==> src/rtl/os_matmul_grid.sv <==
module os_matmul_grid #(
  parameter int DIM  = 4,
  parameter int DW   = 8,
  parameter int KMAX = 16
) (
  input  logic                             clk,
  input  logic                             rst_n,
  input  logic                             clr,
  input  logic                             a_vld,
  input  logic [DIM*DW-1:0]                a_col,
  input  logic                             b_vld,
  input  logic [DIM*DW-1:0]                b_row,
  input  logic                             start,
  output logic                             out_vld,
  output logic [2*DW+$clog2(KMAX)-1:0]     out_data,
  output logic                             done
);
  localparam int AW    = 2*DW + $clog2(KMAX);
  localparam int PW    = 2*DW;
  localparam int WORDS = DIM*DIM;
  localparam int FLUSH = 2*(DIM-1);
  localparam int CW    = $clog2(WORDS + FLUSH + 1);

  typedef logic [DW:0] opnd_t;
  typedef enum logic [1:0] {S_IDLE, S_FLUSH, S_DRAIN, S_FIN} st_t;

  opnd_t a_edge [DIM];
  opnd_t b_edge [DIM];
  opnd_t ah [DIM][DIM-1];
  opnd_t bv [DIM-1][DIM];
  logic signed [AW-1:0] acc [DIM][DIM];
  logic signed [AW-1:0] chain [WORDS];
  st_t state;
  logic [CW-1:0] cnt;

  genvar m, n, j;
  generate
    for (m = 0; m < DIM; m++) begin : g_skew
      opnd_t ad [m+1];
      opnd_t bd [m+1];
      assign ad[0] = {a_vld, a_col[m*DW +: DW]};
      assign bd[0] = {b_vld, b_row[m*DW +: DW]};
      for (j = 1; j <= m; j++) begin : g_stage
        always_ff @(posedge clk or negedge rst_n)
          if (!rst_n) begin
            ad[j] <= '0;
            bd[j] <= '0;
          end else begin
            ad[j] <= ad[j-1];
            bd[j] <= bd[j-1];
          end
      end
      assign a_edge[m] = ad[m];
      assign b_edge[m] = bd[m];
    end

    for (m = 0; m < DIM; m++) begin : g_row
      for (n = 0; n < DIM; n++) begin : g_col
        opnd_t ai, bi;
        logic signed [PW-1:0] prod;
        logic signed [AW-1:0] sum_q;

        if (n == 0) begin : g_al
          assign ai = a_edge[m];
        end else begin : g_an
          assign ai = ah[m][n-1];
        end
        if (m == 0) begin : g_bt
          assign bi = b_edge[n];
        end else begin : g_bn
          assign bi = bv[m-1][n];
        end

        assign prod = $signed(ai[DW-1:0]) * $signed(bi[DW-1:0]);

        always_ff @(posedge clk or negedge rst_n)
          if (!rst_n)                  sum_q <= '0;
          else if (clr)                sum_q <= '0;
          else if (ai[DW] && bi[DW])   sum_q <= sum_q + {{(AW-PW){prod[PW-1]}}, prod};
        assign acc[m][n] = sum_q;

        if (n < DIM-1) begin : g_fwd_a
          opnd_t aq;
          always_ff @(posedge clk or negedge rst_n)
            if (!rst_n) aq <= '0;
            else        aq <= ai;
          assign ah[m][n] = aq;
        end
        if (m < DIM-1) begin : g_fwd_b
          opnd_t bq;
          always_ff @(posedge clk or negedge rst_n)
            if (!rst_n) bq <= '0;
            else        bq <= bi;
          assign bv[m][n] = bq;
        end
      end
    end
  endgenerate

  always_ff @(posedge clk or negedge rst_n)
    if (!rst_n) begin
      state <= S_IDLE;
      cnt   <= '0;
    end else begin
      case (state)
        S_IDLE:  if (start) begin
                   state <= S_FLUSH;
                   cnt   <= CW'(FLUSH);
                 end
        S_FLUSH: if (cnt == '0) state <= S_DRAIN;
                 else           cnt   <= cnt - 1'b1;
        S_DRAIN: if (cnt == CW'(WORDS-1)) state <= S_FIN;
                 else                     cnt   <= cnt + 1'b1;
        default: state <= S_IDLE;
      endcase
    end

  always_ff @(posedge clk or negedge rst_n)
    if (!rst_n) begin
      for (int i = 0; i < WORDS; i++) chain[i] <= '0;
    end else if (state == S_FLUSH && cnt == '0) begin
      for (int r = 0; r < DIM; r++)
        for (int c = 0; c < DIM; c++)
          chain[r*DIM+c] <= acc[r][c];
    end else if (state == S_DRAIN) begin
      for (int i = 0; i < WORDS-1; i++) chain[i] <= chain[i+1];
      chain[WORDS-1] <= '0;
    end

  assign out_vld  = (state == S_DRAIN);
  assign done     = (state == S_FIN);
  assign out_data = chain[0];

  p_done_single_r4: assert property (@(posedge clk) disable iff (!rst_n)
    done |=> !done);
  p_done_after_last_r4: assert property (@(posedge clk) disable iff (!rst_n)
    $fell(out_vld) |-> done);
  p_drain_contig_r2: assert property (@(posedge clk) disable iff (!rst_n)
    (out_vld && !$past(out_vld)) |=> out_vld);
  p_restart_ignored_r8: assert property (@(posedge clk) disable iff (!rst_n)
    (out_vld && start) |=> (out_vld || done));
  p_clr_zero_r5: assert property (@(posedge clk) disable iff (!rst_n)
    clr |=> (acc[0][0] == '0 && acc[DIM-1][DIM-1] == '0));
  p_quiet_idle_r9: assert property (@(posedge clk) disable iff (!rst_n)
    !(out_vld && done));
endmodule

==> config.mk <==
export PLATFORM = sky130hd
export DESIGN_NAME = os_matmul_grid
export DESIGN_NICKNAME = d
export VERILOG_FILES = /design/src/rtl/os_matmul_grid.sv
export SDC_FILE = /design/constraint.sdc
export NUM_CORES = 2
export LEC_CHECK = 0
export ABC_AREA = 1
export BUFFER_PORTS_ARGS = -buffer_cell sky130_fd_sc_hd__buf_2
export CAP_MARGIN = 20
export CORE_MARGIN = 4
export CORE_UTILIZATION = 40
export CTS_BUF_LIST = sky130_fd_sc_hd__clkbuf_8 sky130_fd_sc_hd__clkbuf_16
export CTS_CLUSTER_DIAMETER = 80
export DETAILED_ROUTE_END_ITERATION = 7
export GPL_ROUTABILITY_DRIVEN = 0
export GPL_TIMING_DRIVEN = 0
export PLACE_DENSITY_LB_ADDON = 0.2
export SYNTH_ARGS = -nofsm -noshare
export SYNTH_HDL_FRONTEND = slang
export SYNTH_SLANG_ARGS = --single-unit
==> constraint.sdc <==
create_clock -name clk -period 15.62 [get_ports clk]
set_clock_uncertainty 0.2 [all_clocks]
set_input_delay 2.343 -clock clk [delete_from_list [all_inputs] [get_ports clk]]
set_output_delay 2.343 -clock clk [all_outputs]
set_load 0.005 [all_outputs]
==> results by group <==
Logic synthesis
  • Register area share after synthesis: 25.0%
  • Main combinational cell family by area after synthesis: adder cells
  • Yosys warns: 0
  • Distinct cell type count after synthesis: 46
  • Compound-Gate Fraction of Synth Area: between 10% and 20%
  • Simple-gate share of the synthesized area: about 19%
  • Synth Flop Type: dfrtp_1
  • Mapped cell area: 94600 um^2
  • Synth Register Bits: 947
  • Synth Area per Inst: around 7.5 um^2
  • Synth async-reset ratio: 100%
  • Syn Inst Count: 12628
  • Mux cell area share after synthesis: 0%
  • Post-synthesis xor/xnor area fraction: under 10%
  • Number of enable flip-flop cells after synthesis: 0
  • Post-synthesis adder-cell area fraction: 29.4%
  • Synthesized Nets: 14386

Timing
  • Headroom to the max-slew limit: a little under a quarter
  • Max-slew violation count: 0
  • Actual transition at the worst max-transition pin: 1140 ps
  • Fmax: about 0.13 GHz
  • Worst setup margin: roughly 7700 ps
  • RSZ-0062 raised after global routing: no
  • Minimum clock period: 7880 ps
  • Period utilization: 50.4%
  • # setup viols final: 0
  • Final Hold Viols: 0

Clock tree
  • Max H-tree Level: 3
  • Worst-Skew Late Latency: 780 ps
  • Clock root buffer master: clkbuf_16
  • CTS Sinks: 947
  • CTS buffer count: 115
  • CTS Hold Buffers Added: 0
  • Deepest clock path buffer count: 3
  • PostCTS Resize Cnt: 0
  • Clk slew on worst S/H paths: 60 ps
  • Postcts setup bufs: 0
  • CTS tree: built

Final layout
  • Syn-to-layout area delta: 9.13%
  • Share of cells above drive strength 1: ~3.3%
  • Final Net Count: 14605
  • Non-filler cells, final: 16098

Floorplanning
  • Overall die height: 494 um
  • Die ar.: roughly 240000 um^2
  • Rows: 178
  • Core Area: between 200000 and 250000 um^2
  • Initial core utilization: 40.2%
  • I/O pin cnt: ~90
  • DIE WIDTH: 494 um

Place
  • Pre-CTS setup slack: between 6000 and 7000 ps
  • DP Cell Count: 15880
  • Hpwl dp: 229000 um
  • IO buf count: 91

GRT
  • Vias in the first global route: 76990
  • Initial antenna violation count: 13
  • Largest net degree at the start of global routing: roughly 120
  • Tot GR Track Use: 22.7%
  • First-pass GRT wire length: 436000 um
  • Total gr overflow: 0

Setup path
  • Worst EP arrival: 8320 ps
  • CP endpoint kind: flip-flop
  • Worst-path fanout max: 8
  • Top Family by Delay on Critical Path: adder cells
  • CP bufs+invs: 6
  • Startpoint class of the critical path: input pin
  • Slowest cell delay on critical path: between 700 and 800 ps
  • Crit path kind: in2reg
  • Slowest CP cell: fa_1
  • Most frequent CP cell: nand3_1
  • CP required: approximately 16000 ps

Hold path
  • Hold Crit Class: reg2reg

Detailed routing
  • Met3 WL: 14200 um
  • Total Routed Length: 276000 um
  • DRC violation count after routing: 0
  • Via count: 78118
  • Top Metal Used: met4
  • Met1 WL: approximately 130000 um
  • Detailed Routing Iterations Pass 1: 6
  • Routed Antenna Nets: 0
  • Initial DRC Count: approximately 5200
  • Routed len/inst: 17.1 um
  • Vias per inst: 4.85
  • Met2 wire len: around 130000 um

Status
  • Status: finished clean

Pwr
  • Cell Pwr Density: 207 nW/um^2
  • Overall Power: between 20 and 25 mW
  • Pleak: 61.7 nW
  • Worst vdd ir: 0.000124 V

Job
  • Max-cap viol count: 0
layer usage:
layer	up-vias	GRT usage, %
met5	-	0
met4	0	7.48
met3	337	2.57
met2	1617	37.0
met1	37141	31.5
li1	39023	-
final cells by class:
class	count	area, um^2
multi-input cells	8182	57700
flip-flops and latches	947	23700
clock buffers	132	3120
fillers	24259	132000
plain buffers	457	1880
diodes	7	17.5
clock inverters	79	816
inverters	3042	11400
well taps	3150	3940
repair buffers	102	743
kinds of logic after synthesis:
family | after synthesis
adder cells (fa/ha/maj) | 1688
AND/OR/NAND/NOR | 4524
flip-flops | 947
AO/OA/AOI/OAI | 1772
XOR/XNOR | 198
buffers and inverters | 3499
power by group:
group	switching [mW]	total [mW]	leakage, nW	internal (mW)
clock	1.18	2.79	1.99	1.61
combinational	9.77	14.9	47.4	5.12
sequential	0.632	3.67	12.3	3.03
total	11.6	21.3	61.7	9.76
cell usage after synthesis (30+ instances only):
cell	number	area share, %
a21o_1	84	0.67
a21oi_1	676	3.6
a31oi_1	30	0.20
buf_2	65	0.34
clkbuf_1	357	1.4
dfrtp_1	947	25
fa_1	897	19
ha_1	791	10
inv_1	3036	12
nand2_1	3143	12
nand3_1	728	3.8
nand4_1	80	0.53
nor2_1	482	1.9
nor3_1	52	0.27
o211ai_1	63	0.50
o21ai_0	695	3.7
o21ai_1	55	0.29
o21bai_1	32	0.25
o22ai_1	35	0.23
xnor2_1	73	0.68
xor2_1	125	1.2
registers in the layout, indices dropped and copies added (netlist names):
signal	flops
g_row.g_col.g_fwd_b.bq	102
chain	300
cnt	5
g_row.g_col.ai	24
g_row.g_col.sum_q	320
g_row.g_col.bi	24
out_data	20
g_skew.bd	24
g_row.g_col.g_fwd_a.aq	102
g_skew.ad	24
state	2
placed cells by master (no fill, tap or decap), types with 11 or more instances in the layout:
cell type / Yosys / routed
nand3_1: 728 / 728
o211ai_1: 63 / 63
a31oi_1: 30 / 30
o31ai_1: 11 / 11
o221ai_1: 20 / 20
a21oi_1: 676 / 676
o21bai_1: 32 / 32
clkbuf_1: 357 / 357
xor2_1: 125 / 125
nor2_1: 482 / 482
clkbuf_8: 0 / 16
fa_1: 897 / 897
o21ai_1: 55 / 55
or2_2: 21 / 21
dfrtp_1: 947 / 947
buf_1: 14 / 14
o21ai_0: 695 / 695
inv_1: 3036 / 3054
nor3_1: 52 / 52
buf_4: 21 / 21
nand4_1: 80 / 80
xnor2_1: 73 / 73
clkbuf_16: 0 / 116
buf_2: 65 / 155
nand2_1: 3143 / 3143
a21o_1: 84 / 84
a22o_1: 12 / 12
ha_1: 791 / 791
o22ai_1: 35 / 35
a21boi_0: 11 / 11
clkinv_2: 0 / 14
final timing paths:
check,depth (start not counted),end,startpoint,slack [ps]
worst max register to register,25,g_row[0].g_col[2].sum_q[18],g_row[0].g_col[2].bi[2],8560
worst min-delay path,0,g_row[2].g_col[0].ai[4],g_skew[2].ad[13],150
worst max-delay path,27,g_row[0].g_col[0].sum_q[19],b_row[2],7740
max in group asynchronous,5,g_row[2].g_col[2].g_fwd_b.bq[6],rst_n,11300
worst min register to register,0,g_row[2].g_col[0].ai[4],g_skew[2].ad[13],150
min in group asynchronous,1,g_row[0].g_col[0].g_fwd_a.aq[6],rst_n,1430
per-stage QoR:
stage / instance area [um^2] / util (%) / hold slack, ps / setup TNS [ps]
floorplan: 94600 / - / 131 / 0
global placement: 99000 / 42.1 / 133 / -9002830
detailed placement: 99300 / 42.2 / 135 / 0
CTS: 103000 / 43.9 / 147 / 0
global route: 103000 / 43.9 / 153 / 0
finish: 103000 / 43.9 / 145 / 0
Power figures use the tool's default switching activity.
